==> src/rtl/vag_pkg.sv <==
`timescale 1ns/1ps
package vag_pkg;
  localparam int LOW_W = 2;
  localparam int UP_W  = 8;
  localparam int ROW_W = 3;
endpackage

==> src/rtl/vag_low_ctr.sv <==
`timescale 1ns/1ps
module vag_low_ctr #(
  parameter int W = 2
) (
  input  logic         clk_i,
  input  logic         rst_ni,
  input  logic         clr_i,
  output logic [W-1:0] q_o,
  output logic         wrap_o
);
  always_ff @(posedge clk_i or negedge rst_ni) begin
    if (!rst_ni)    q_o <= '0;
    else if (clr_i) q_o <= '0;
    else            q_o <= q_o + W'(1);
  end

  assign wrap_o = &q_o;

  p_low_clear_r2: assert property (@(posedge clk_i) disable iff (!rst_ni)
    clr_i |=> (q_o == '0));
endmodule

==> src/rtl/vag_up_ctr.sv <==
`timescale 1ns/1ps
module vag_up_ctr #(
  parameter int W = 8
) (
  input  logic         clk_i,
  input  logic         rst_ni,
  input  logic         clr_i,
  input  logic         load_i,
  input  logic [W-1:0] load_val_i,
  input  logic         inc_i,
  output logic [W-1:0] q_o
);
  always_ff @(posedge clk_i or negedge rst_ni) begin
    if (!rst_ni)     q_o <= '0;
    else if (clr_i)  q_o <= '0;
    else if (load_i) q_o <= load_val_i;
    else if (inc_i)  q_o <= q_o + W'(1);
  end

  p_up_hold_r3: assert property (@(posedge clk_i) disable iff (!rst_ni)
    (!clr_i && !load_i && !inc_i) |=> $stable(q_o));
endmodule

==> src/rtl/vag_line_latch.sv <==
`timescale 1ns/1ps
module vag_line_latch #(
  parameter int W = 8
) (
  input  logic         clk_i,
  input  logic         rst_ni,
  input  logic         clr_i,
  input  logic         cap_i,
  input  logic [W-1:0] d_i,
  output logic [W-1:0] q_o
);
  always_ff @(posedge clk_i or negedge rst_ni) begin
    if (!rst_ni)    q_o <= '0;
    else if (clr_i) q_o <= '0;
    else if (cap_i) q_o <= d_i;
  end

  p_latch_hold_r6: assert property (@(posedge clk_i) disable iff (!rst_ni)
    (!clr_i && !cap_i) |=> $stable(q_o));
endmodule

==> src/rtl/vag_row_ctr.sv <==
`timescale 1ns/1ps
module vag_row_ctr #(
  parameter int W = 3
) (
  input  logic         clk_i,
  input  logic         rst_ni,
  input  logic         clr_i,
  input  logic         adv_i,
  output logic [W-1:0] q_o
);
  always_ff @(posedge clk_i or negedge rst_ni) begin
    if (!rst_ni)    q_o <= '0;
    else if (clr_i) q_o <= '0;
    else if (adv_i) q_o <= q_o + W'(1);
  end

  p_row_wrap_r5: assert property (@(posedge clk_i) disable iff (!rst_ni)
    (adv_i && !clr_i && (q_o == '1)) |=> (q_o == '0));
endmodule

==> src/rtl/vid_addr_gen.sv <==
`timescale 1ns/1ps
module vid_addr_gen #(
  parameter int LOW_W = vag_pkg::LOW_W,
  parameter int UP_W  = vag_pkg::UP_W,
  parameter int ROW_W = vag_pkg::ROW_W
) (
  input  logic                   clk_i,
  input  logic                   rst_ni,
  input  logic                   frame_start_i,
  input  logic                   disp_en_i,
  output logic [LOW_W+UP_W-1:0]  addr_o,
  output logic [ROW_W-1:0]       row_o
);
  localparam int ADDR_W = LOW_W + UP_W;

  logic              de_q, de_q2;
  logic              line_start, line_end, cap;
  logic              low_wrap;
  logic [LOW_W-1:0]  low_q;
  logic [UP_W-1:0]   up_q, latch_q, up_next;
  logic [ADDR_W-1:0] cnt_q;
  logic [ROW_W-1:0]  row_q;

  always_ff @(posedge clk_i or negedge rst_ni) begin
    if (!rst_ni) begin
      de_q  <= 1'b0;
      de_q2 <= 1'b0;
    end else begin
      de_q  <= disp_en_i;
      de_q2 <= de_q;
    end
  end

  assign line_start = disp_en_i & ~de_q;
  // a one-cycle active span is a glitch, not a line end
  assign line_end   = ~disp_en_i & de_q & de_q2;
  assign cap        = line_end & (row_q == '1);
  assign up_next    = up_q + UP_W'(low_wrap);

  vag_low_ctr #(.W(LOW_W)) u_low (
    .clk_i  (clk_i),
    .rst_ni (rst_ni),
    .clr_i  (frame_start_i | line_start),
    .q_o    (low_q),
    .wrap_o (low_wrap)
  );

  vag_up_ctr #(.W(UP_W)) u_up (
    .clk_i      (clk_i),
    .rst_ni     (rst_ni),
    .clr_i      (frame_start_i),
    .load_i     (line_start),
    .load_val_i (latch_q),
    .inc_i      (low_wrap),
    .q_o        (up_q)
  );

  vag_line_latch #(.W(UP_W)) u_latch (
    .clk_i  (clk_i),
    .rst_ni (rst_ni),
    .clr_i  (frame_start_i),
    .cap_i  (cap),
    .d_i    (up_next),
    .q_o    (latch_q)
  );

  vag_row_ctr #(.W(ROW_W)) u_row (
    .clk_i  (clk_i),
    .rst_ni (rst_ni),
    .clr_i  (frame_start_i),
    .adv_i  (line_end),
    .q_o    (row_q)
  );

  assign cnt_q = {up_q, low_q};

  always_ff @(posedge clk_i or negedge rst_ni) begin
    if (!rst_ni)            addr_o <= '0;
    else if (frame_start_i) addr_o <= '0;
    else                    addr_o <= cnt_q;
  end

  assign row_o = row_q;

  p_load_r2: assert property (@(posedge clk_i) disable iff (!rst_ni)
    (line_start && !frame_start_i) |=> (cnt_q == {$past(latch_q), {LOW_W{1'b0}}}));

  p_count_r3: assert property (@(posedge clk_i) disable iff (!rst_ni)
    (!line_start && !frame_start_i) |=> (cnt_q == ($past(cnt_q) + ADDR_W'(1))));

  p_glitch_r7: assert property (@(posedge clk_i) disable iff (!rst_ni)
    (!disp_en_i && de_q && !de_q2 && !frame_start_i) |=> $stable(row_o));

  p_frame_r9: assert property (@(posedge clk_i) disable iff (!rst_ni)
    frame_start_i |=> (cnt_q == '0 && row_o == '0 && latch_q == '0 && addr_o == '0));
endmodule

==> config.mk <==
export PLATFORM = sky130hd
export DESIGN_NAME = vid_addr_gen
export DESIGN_NICKNAME = d
export VERILOG_FILES = /design/src/rtl/vag_pkg.sv /design/src/rtl/vag_low_ctr.sv /design/src/rtl/vag_up_ctr.sv /design/src/rtl/vag_line_latch.sv /design/src/rtl/vag_row_ctr.sv /design/src/rtl/vid_addr_gen.sv
export SDC_FILE = /design/constraint.sdc
export NUM_CORES = 1
export LEC_CHECK = 0
export BUFFER_PORTS_ARGS = -buffer_cell sky130_fd_sc_hd__buf_2
export CAP_MARGIN = 20
export CORE_MARGIN = 8
export CORE_UTILIZATION = 60
export DETAILED_ROUTE_END_ITERATION = 12
export PLACE_DENSITY = 0.8
export SKIP_CTS_REPAIR_TIMING = 1
export SLEW_MARGIN = 10
export SYNTH_ARGS = -nofsm -noshare
export SYNTH_HDL_FRONTEND = slang
export SYNTH_SLANG_ARGS = --single-unit
==> constraint.sdc <==
create_clock -name clk_i -period 3.4 [get_ports clk_i]
set_input_delay 0 -clock clk_i [delete_from_list [all_inputs] [get_ports clk_i]]
set_output_delay 0 -clock clk_i [all_outputs]
set_load 0.005 [all_outputs]
==> results of run 1 <==
-- layout by cell type, fill, tap and decap left out, types with 2 or more instances in the layout --
cell type,n
a211oi_1,5
o2111a_1,2
nand2b_1,2
nor3_1,2
inv_1,2
nand4_1,3
a22o_1,5
xor2_1,5
dlygate4sd3_1,2
or3_1,3
dfrtp_1,33
nor2_1,15
mux2i_1,3
ha_1,6
nor2b_1,10
xnor2_1,3
nand2_1,3
o21ai_0,3
clkbuf_4,5
a311oi_1,3
buf_2,16
and3_1,2
a211o_1,2
nand3_1,5
-- cell type report --
class                      count  area [um2]
fill                         183         790
sequential                    33         826
tap                           30        37.5
timing repair buffer          18         100
clock buffer                   7        55.1
multi-input combinational     89         639
inverter                       2        7.51
-- power by group through the flow --
stage	clock (W)	sequential [W]	combinational, W
floorplan	0	0.000423	0.0000392
global placement	0	0.000428	0.0000491
detailed placement	0	0.000430	0.0000513
CTS	0.000229	0.000422	0.0000518
global route	0.000247	0.000425	0.0000595
finish	0.000222	0.000422	0.0000525
-- metrics by stage --
stage	cell area, um2	setup WS, ns	util (%)
floorplan	1540	1.84	-
global placement	1590	1.57	64.8
detailed placement	1590	1.48	64.8
CTS	1650	1.45	67.0
global route	1670	1.30	67.8
finish	1670	1.45	67.8
-- routing by layer --
layer | vias up | wire length [um] | share of wire (%) | track usage [%]
li1 | 507 | - | - | -
met5 | - | 0 | 0 | 0
met1 | 558 | 1260 | 42 | 17.9
met4 | 0 | 70 | 2.3 | 8.80
met2 | 25 | 1470 | 49 | 22.6
met3 | 9 | 188 | 6.3 | 6.38
-- worst paths after layout --
check	from	to	slack, ns	depth (start not counted)
min reg2reg	de_q	de_q2	0.45	0
max reg2reg	u_low.q_o[0]	u_latch.q_o[6]	1.45	6
min in group asynchronous	rst_ni	addr_o[3]	0.26	2
min	frame_start_i	u_row.q_o[1]	0.10	2
max in group asynchronous	rst_ni	u_up.q_o[6]	2.67	2
max	u_low.q_o[0]	u_latch.q_o[6]	1.45	6
-- registers in the layout, indices dropped and copies added (netlist names) --
| register | count |
|---|---|
| u_low.q_o | 2 |
| u_up.q_o | 8 |
| u_row.q_o | 3 |
| de_q2 | 1 |
| u_latch.q_o | 8 |
| de_q | 1 |
| addr_o | 10 |
-- logic make-up (layout without fill, tap and decap cells) --
family,after synthesis,in the layout
AND/OR/NAND/NOR,50,50
flip-flops,33,33
AO/OA/AOI/OAI,22,22
buffers and inverters,11,27
XOR/XNOR,8,8
adder cells (fa/ha/maj),6,6
multiplexers,3,3
==> impl_metrics.py, run 1 <==
metrics = {
    "global_routing": {
        "grt_pass1_vias": 1072,
        "grt_first_pass_wirelength_um": 5070,
        "grt_max_degree": 34,
        "antenna_found_initial": 0,
        "grt_usage_pct": 15.2,
        "overflow": 0,
    },
    "flow_run": {
        "drv_cap": 0,
    },
    "yosys": {
        "syn_area_um2": 1540,
        "synthesis.nets": 143,
        "syn-instance-count": 133,
        "yosysTopAreaCellShare_pct": 53.6,
        "synthAdderAreaFrac_pct": 4.87,
        "synth_top_family_by_area": "simple AND/OR/NAND/NOR gates",
        "ys_ff_latch": 33,
        "synth_edf_count": 0,
        "synthTopCellsByArea": "dfrtp_1 (54%), ha_1 (4.9%), nor2b_1 (4.1%)",
        "postSynthAreaPerCell_um2": 11.6,
        "synth_commonest_cells": "dfrtp_1 (33), nor2_1 (15), nor2b_1 (10), ha_1 (6)",
        "yosysUniqueCellTypes": 33,
        "synth.most_common_cell": "dfrtp_1",
        "synth_largest_area_cell": "dfrtp_1",
        "ys_seq_area_share_pct": 53.6,
        "synth_compound_area_share_pct": 11.9,
        "ys_warn_count": 0,
        "yosys.area_share.simple_pct": 18.3,
        "synthArstFlopShare_pct": 100,
        "yosys_most_used_dff": "dfrtp_1",
        "synth_mux_area_share_pct": 1.95,
        "synth_xor_area_share_pct": 4.55,
    },
    "sta": {
        "period_minus_slack_ns": 1.95,
        "setup_viol": 0,
        "tns_ns": 0,
        "whs_ns": 0.101,
        "finalMaxSlewViolations": 0,
        "fin_crit_sh_pct": 57.4,
        "tightest_slew_ns": 0.739,
        "timing.fmax_mhz": 512,
        "hold_viol": 0,
        "rsz0062_at_grt": "false",
        "clock_skew_ns": 0.00200,
        "slew_headroom_pct": 50.8,
    },
    "power": {
        "power.total_w": 0.000697,
        "combPwrFrac_pct": 7.5,
        "seqPwrFrac_pct": 60.6,
        "power_density_nw_per_um2": 419,
        "power_leakage_nw": 0.854,
        "swShare_pct": 24.8,
        "vdd_drop_max_uv": 352,
        "p_int_w": 0.000524,
        "pwr-share-clk_pct": 31.9,
        "switching_power_w": 0.000173,
    },
    "clock_tree": {
        "clkSlewWorstSetupHoldPaths_ns": 0.09,
        "cts_tree": "done",
        "clock_path_buffers": 2,
        "clockRootBuffer": "clkbuf_4",
        "clk_latency_ns": 0.33,
        "cts-htree-levels": 2,
        "clock_sinks": 33,
        "cts_made_buffers": 5,
    },
    "finish": {
        "areaGrowthSynthToFinish_pct": 8.04,
        "nNetsFinal": 159,
        "drive_gt1_share_pct": 15.4,
        "diodes": 0,
        "final_cell_count_no_fill": 179,
    },
    "floorplanning": {
        "rows": 18,
        "start_util_pct": 62.8,
        "die-width_um": 66.7,
        "io_pins": 17,
        "core_area_um2": 2450,
        "die_area_um2": 4450,
        "die_y_um": 66.7,
    },
    "placement": {
        "dp.cells": 170,
        "dp_hpwl_um": 2060,
        "io_buffers": 16,
        "place.gp.congestion": 0.826,
    },
    "worst_setup_path": {
        "crit_top_cell": "ha_1",
        "arrival_ns": 2.17,
        "crit_chain": "ha_1, ha_1, ha_1, inv_1, o2111a_1, a211o_1",
        "crit_family": "adder cells",
        "crit_path_start_kind": "flip-flop",
        "cp_max_fo": 8,
        "critical_path_class": "reg2reg",
        "cp.required_ns": 3.62,
        "cpPeakStageDelay_ns": 0.38,
        "crit_path_top_delay_cell": "dfrtp_1",
        "crit_path_end_kind": "flip-flop",
        "crit_buf_inv": 1,
    },
    "routing": {
        "ant_nets": 0,
        "dr.pass1.iters": 4,
        "routedWlPerCell_um": 16.7,
        "drc": 0,
        "initialDrtViolationCount": 37,
        "wirelength_um": 2990,
        "num_vias": 1099,
        "viasPerCell": 6.14,
    },
    "run_status": {
        "outcome": "finished, final reports clean",
    },
    "min_path": {
        "hp-class": "in2reg",
    },
}
Note: power is estimated with default switching activity, not from simulation.
==> run 2: changes to the inputs <==
Settings changed: ABC_AREA set to 1, CORE_UTILIZATION 60 to 57, PLACE_DENSITY 0.8 to 0.77.
Clock period 3.4 ns to 1.95 ns, I/O delays scaled along.
==> run 2 against run 1 <==
Worst setup slack worse by 1.0 ns. Total power up 92%. Fmax up 28%. Register-to-register slack worse by 1.0 ns. Clock skew up 0.0073 ns. Combinational power rose to 2.9 times the previous value. Sequential power up 78%. Core utilization down 2.3 points. Via count up 16%. First-iteration DRC count up 140%. Sequential share of layout area down 2.7 points. Die area up 5.3%.
==> impl_metrics.py, run 2 <==
metrics = {
    "run_status": {
        "outcome": "finished, final reports clean",
    },
    "worst_setup_path": {
        "r2r_cells": 8,
        "cp.required_ns": 2.19,
        "cp_max_fo": 3,
        "rr_startpoint": "u_low.q_o[0]",
        "reg2reg_slack_ns": 0.42,
        "crit_path_start_kind": "flip-flop",
        "crit_path_end_kind": "flip-flop",
        "critical_path_class": "reg2reg",
        "arrival_ns": 1.77,
        "critPathLaunch": "u_low.q_o[0]",
    },
    "yosys": {
        "synth_largest_area_cell": "dfrtp_1",
        "synthAdderAreaFrac_pct": 4.79,
        "synth_edf_count": 0,
        "synth_top_family_by_area": "simple AND/OR/NAND/NOR gates",
        "synthArstFlopShare_pct": 100,
        "postSynthAreaPerCell_um2": 8.21,
        "ys_warn_count": 0,
        "synth.most_common_cell": "nand2_1",
        "synth_compound_area_share_pct": 6.15,
        "synth_xor_area_share_pct": 1.68,
        "synthTopCellsByArea": "dfrtp_1 (53%), nand2_1 (11%), nor2_1 (6.9%)",
        "ys_ff_latch": 33,
        "yosysUniqueCellTypes": 20,
        "synthesis.nets": 201,
        "yosysTopAreaCellShare_pct": 52.7,
        "synth_commonest_cells": "nand2_1 (44), dfrtp_1 (33), nor2_1 (29), inv_1 (25), nand3_1 (20)",
        "syn-instance-count": 191,
        "ys_seq_area_share_pct": 52.7,
        "yosys_most_used_dff": "dfrtp_1",
        "synth_mux_area_share_pct": 0,
        "yosys.area_share.simple_pct": 27.2,
        "syn_area_um2": 1570,
    },
    "routing": {
        "num_vias": 1276,
        "initialDrtViolationCount": 89,
        "wirelength_um": 3020,
        "viasPerCell": 5.21,
        "drc": 0,
        "routedWlPerCell_um": 12.3,
        "ant_nets": 0,
        "dr.pass1.iters": 4,
    },
    "finish": {
        "nNetsFinal": 223,
        "areaGrowthSynthToFinish_pct": 12.3,
        "largest_register_ffs": 10,
        "reg.largest.list": "addr_o (10), u_latch.q_o (8), u_up.q_o (8)",
        "final_cell_count_no_fill": 245,
        "layout_common_cells": "nand2_1 (44), dfrtp_1 (33), nor2_1 (29)",
        "diodes": 0,
        "drive_gt1_share_pct": 15.0,
        "max_flop_register": "addr_o",
        "layout_commonest_cell": "nand2_1",
        "utilization_pct": 65.5,
    },
    "global_routing": {
        "antenna_found_initial": 0,
        "grt_max_degree": 34,
        "grt_pass1_vias": 1255,
        "grt_first_pass_wirelength_um": 5460,
        "grt_usage_pct": 15.4,
        "overflow": 0,
    },
    "floorplanning": {
        "die-width_um": 68.4,
        "io_pins": 17,
        "die_area_um2": 4680,
        "core_area_um2": 2690,
        "rows": 19,
        "start_util_pct": 58.4,
        "die_y_um": 68.4,
    },
    "power": {
        "seqPwrFrac_pct": 56.2,
        "power_density_nw_per_um2": 761,
        "pwr-share-clk_pct": 32.7,
        "switching_power_w": 0.000360,
        "vdd_drop_max_uv": 728,
        "power_leakage_nw": 0.967,
        "p_int_w": 0.000980,
        "combPwrFrac_pct": 11.2,
        "swShare_pct": 26.9,
    },
    "clock_tree": {
        "clock_path_buffers": 2,
        "cts_tree": "done",
        "clkSlewWorstSetupHoldPaths_ns": 0.10,
        "clk_latency_ns": 0.34,
        "clock_sinks": 33,
        "cts-htree-levels": 2,
        "clockRootBuffer": "clkbuf_4",
        "cts_made_buffers": 5,
    },
    "placement": {
        "io_buffers": 16,
        "place.gp.congestion": 0.881,
        "dp.cells": 235,
        "dp_hpwl_um": 2160,
    },
    "sta": {
        "finalMaxSlewViolations": 0,
        "slew_headroom_pct": 53.1,
        "tns_ns": 0,
        "fin_crit_sh_pct": 78.4,
        "tightest_slew_ns": 0.704,
        "period_minus_slack_ns": 1.53,
        "clock_skew_ns": 0.00935,
        "timing.fmax_mhz": 654,
        "hold_viol": 0,
        "setup_viol": 0,
        "rsz0062_at_grt": "false",
    },
    "min_path": {
        "whs_path_depth": 2,
        "hp-class": "in2reg",
        "min_from": "frame_start_i",
    },
    "flow_run": {
        "drv_cap": 0,
    },
}
[run 2: worst max-delay path: stages, from the launching register on]
cell     delay [ns]
dfrtp_1        0.39
ha_1           0.19
ha_1           0.17
ha_1           0.18
nand3_1        0.09
nor2_1         0.19
nand3_1        0.09
nand3_1        0.09
nand2_1        0.05
[run 2: power by group through the flow]
stage / registers, W / clock network [W] / logic [W]
3_3_place_gp: 0.000764 / 0 / 0.000144
2_1_floorplan: 0.000757 / 0 / 0.0000996
6_report: 0.000753 / 0.000438 / 0.000150
4_1_cts: 0.000752 / 0.000446 / 0.000148
3_5_place_dp: 0.000765 / 0 / 0.000147
5_1_grt: 0.000759 / 0.000473 / 0.000176
[run 2: kinds of logic after synthesis]
kind of cell | after synthesis
buffers and inverters | 30
adders and majority gates | 6
xor gates and xnor gates | 3
and+or+nand+nor | 100
AOI/OAI and AO/OA | 19
DFF | 33
[run 2: worst paths after layout]
path,to
max,u_latch.q_o[6]
min reg2reg,de_q2
min,addr_o[5]
max reg2reg,u_latch.q_o[6]
max in group asynchronous,u_latch.q_o[0]
min in group asynchronous,addr_o[4]
[run 2: layout make-up]
class	count	area (um2)
fill	233	926
sequential	33	826
multi-input combinational	128	624
inverter	27	101
timing repair buffer	18	100
clock buffer	7	65.1
tap	31	38.8
clock inverter	1	5.00
[run 2: stage by stage]
| step | hold WS, ns | power [W] | area, um2 | setup WS [ns] |
|---|---|---|---|---|
| after global placement | 0.0830 | 0.000907 | 1670 | 0.477 |
| final | 0.0240 | 0.00134 | 1760 | 0.421 |
| after global routing | 0.0263 | 0.00141 | 1760 | 0.228 |
| after floorplan | -0.296 | 0.000857 | 1570 | 0.539 |
| after detailed placement | 0.0872 | 0.000912 | 1670 | 0.440 |
| after CTS | -0.286 | 0.00135 | 1740 | 0.427 |
[run 2: metal layers]
layer / share of wire [%] / wire length [um] / GRT usage (%) / vias up
met5: 0 / 0 / 0 / -
met4: 2.4 / 72 / 9.21 / 0
met3: 6.9 / 207 / 4.26 / 8
met2: 45 / 1350 / 23.6 / 38
met1: 46 / 1390 / 19.0 / 586
li1: - / - / - / 644
==> run 3: changes to the inputs <==
Settings changed: CORE_UTILIZATION 57 to 51, PLACE_DENSITY 0.77 to 0.73.
Clock period 1.95 ns to 1.25 ns, I/O delays scaled along.
==> run 3 against run 2 <==
Non-clock buffer count is 13 higher. Via count grew 7.6%. Die area is 9.0% higher. Worst setup slack lost 0.55 ns. Critical endpoint unchanged. The flow now finishes with violations (negative setup slack). Worst hold slack improved by 0.081 ns. Highest routed layer unchanged. Largest power group unchanged.
==> impl_metrics.py, run 3 (synthesized netlist as in run 2, its figures left out) <==
metrics = {
    "global_routing": {
        "grt_usage_pct": 14.7,
        "grt_pass1_vias": 1350,
        "grt_max_degree": 18,
        "antenna_found_initial": 0,
        "overflow": 0,
        "grt_first_pass_wirelength_um": 5840,
    },
    "clock_tree": {
        "clock_sinks": 33,
        "clock_path_buffers": 2,
        "clockRootBuffer": "clkbuf_4",
        "cts_tree": "done",
        "cts_made_buffers": 5,
        "clkSlewWorstSetupHoldPaths_ns": 0.11,
        "cts-htree-levels": 2,
        "clk_latency_ns": 0.34,
    },
    "worst_setup_path": {
        "crit_chain": "ha_2, ha_4, ha_4, nand3_4, nor2_4, nand2_1, nand2_1, nand3_1, nand2_1",
        "crit_end": "u_latch.q_o[6]",
        "cp.required_ns": 1.49,
        "crit_path_end_kind": "flip-flop",
        "cp_max_fo": 3,
        "reg2reg_slack_ns": -0.13,
        "critPathLaunch": "u_low.q_o[0]",
        "cpPeakStageDelay_ns": 0.40,
        "critical_path_class": "reg2reg",
        "arrival_ns": 1.63,
        "rr_startpoint": "u_low.q_o[0]",
        "r2r_cells": 9,
        "r2r-end": "u_latch.q_o[6]",
        "crit_top_cell": "nand2_1",
        "crit_path_start_kind": "flip-flop",
        "crit_path_top_delay_cell": "dfrtp_1",
    },
    "sta": {
        "tightest_slew_ns": 0.400,
        "hold_viol": 0,
        "setup_slack_ns": -0.131,
        "slew_headroom_pct": 73.4,
        "finalMaxSlewViolations": 0,
        "clock_skew_ns": 0.0135,
        "fin_crit_sh_pct": 110,
        "period_minus_slack_ns": 1.38,
        "timing.fmax_mhz": 724,
        "setup_viol": 16,
        "tns_ns": -0.784,
        "rsz0062_at_grt": "true",
    },
    "finish": {
        "fillers": 240,
        "largest_register_ffs": 10,
        "drive_gt1_share_pct": 27.3,
        "areaGrowthSynthToFinish_pct": 27.5,
        "utilization_pct": 67.1,
        "post-route-cell-area_um2": 2000,
        "nNetsFinal": 236,
        "diodes": 0,
        "layout_commonest_cell": "nand2_1",
        "max_flop_register": "addr_o",
        "final_cell_count_no_fill": 260,
        "layout_common_cells": "nand2_1 (41), dfrtp_1 (30), nor2_1 (25)",
        "reg.largest.list": "addr_o (10), u_latch.q_o (8), u_up.q_o (8)",
    },
    "floorplanning": {
        "start_util_pct": 52.6,
        "core_area_um2": 2980,
        "io_pins": 17,
        "die-width_um": 71.4,
        "die_area_um2": 5100,
        "die_y_um": 71.4,
        "rows": 20,
    },
    "routing": {
        "ant_nets": 0,
        "viasPerCell": 5.28,
        "num_vias": 1373,
        "wirelength_um": 3460,
        "dr.pass1.iters": 4,
        "drc": 0,
        "routedWlPerCell_um": 13.3,
        "initialDrtViolationCount": 100,
    },
    "min_path": {
        "hp-class": "in2async",
    },
    "run_status": {
        "failed_checks": "negative setup slack",
        "outcome": "complete, but fails checks",
    },
    "placement": {
        "io_buffers": 16,
        "placed_cell_area_um2": 1810,
        "dp.cells": 248,
        "dp_hpwl_um": 2510,
        "place.gp.congestion": 0.896,
    },
    "power": {
        "power.total_w": 0.00235,
        "power_density_nw_per_um2": 1170,
        "vdd_drop_max_uv": 921,
        "power_leakage_nw": 1.03,
    },
    "flow_run": {
        "drv_cap": 0,
    },
}
run 3: where the power goes:
group	switching [W]	leakage (nW)	internal, W
clock	0.000362	0.0455	0.000478
combinational	0.000191	0.538	0.000134
sequential	0.0000579	0.442	0.00112
run 3: layout make-up:
class                   count  area (um2)  share of cell area [%]
clock inverters             1        30.0                    1.50
flip-flops and latches     33         830                    41.5
inverters                  27         111                    5.57
multi-input cells         128         716                    35.8
repair buffers             31         216                    10.8
well taps                  33        41.3                    2.07
clock buffers               7        55.1                    2.75
run 3: worst min path at each step:
stage | start | endpoint | slack, ns | cells after the start
floorplan | rst_ni | addr_o[0] | -0.30 | 0
global placement | rst_ni | addr_o[3] | -0.05 | 1
detailed placement | rst_ni | addr_o[3] | -0.05 | 1
CTS | rst_ni | addr_o[3] | -0.41 | 1
global route | rst_ni | addr_o[2] | 0.14 | 2
finish | rst_ni | addr_o[6] | 0.11 | 2
run 3: critical path, delay by kind of cell, from the launching register on:
family	cells	cell delay, ns
adder cells (fa/ha/maj)	3	0.55
flip-flops	1	0.40
AND/OR/NAND/NOR	6	0.35
run 3: per-stage QoR:
stage	hold WS, ns	setup slack, ns
2_1_floorplan	-0.296	-0.0487
3_3_place_gp	-0.0509	-0.0742
3_5_place_dp	-0.0476	-0.121
4_1_cts	-0.413	-0.147
5_1_grt	0.140	-0.213
6_report	0.105	-0.131
run 3: metal layers:
layer | GRT usage [%] | vias up | share of wire [%]
met5 | 0 | - | 0
met4 | 7.85 | 0 | 1.9
met3 | 4.60 | 8 | 4.5
met2 | 24.5 | 31 | 51
met1 | 16.2 | 668 | 43
li1 | - | 666 | -
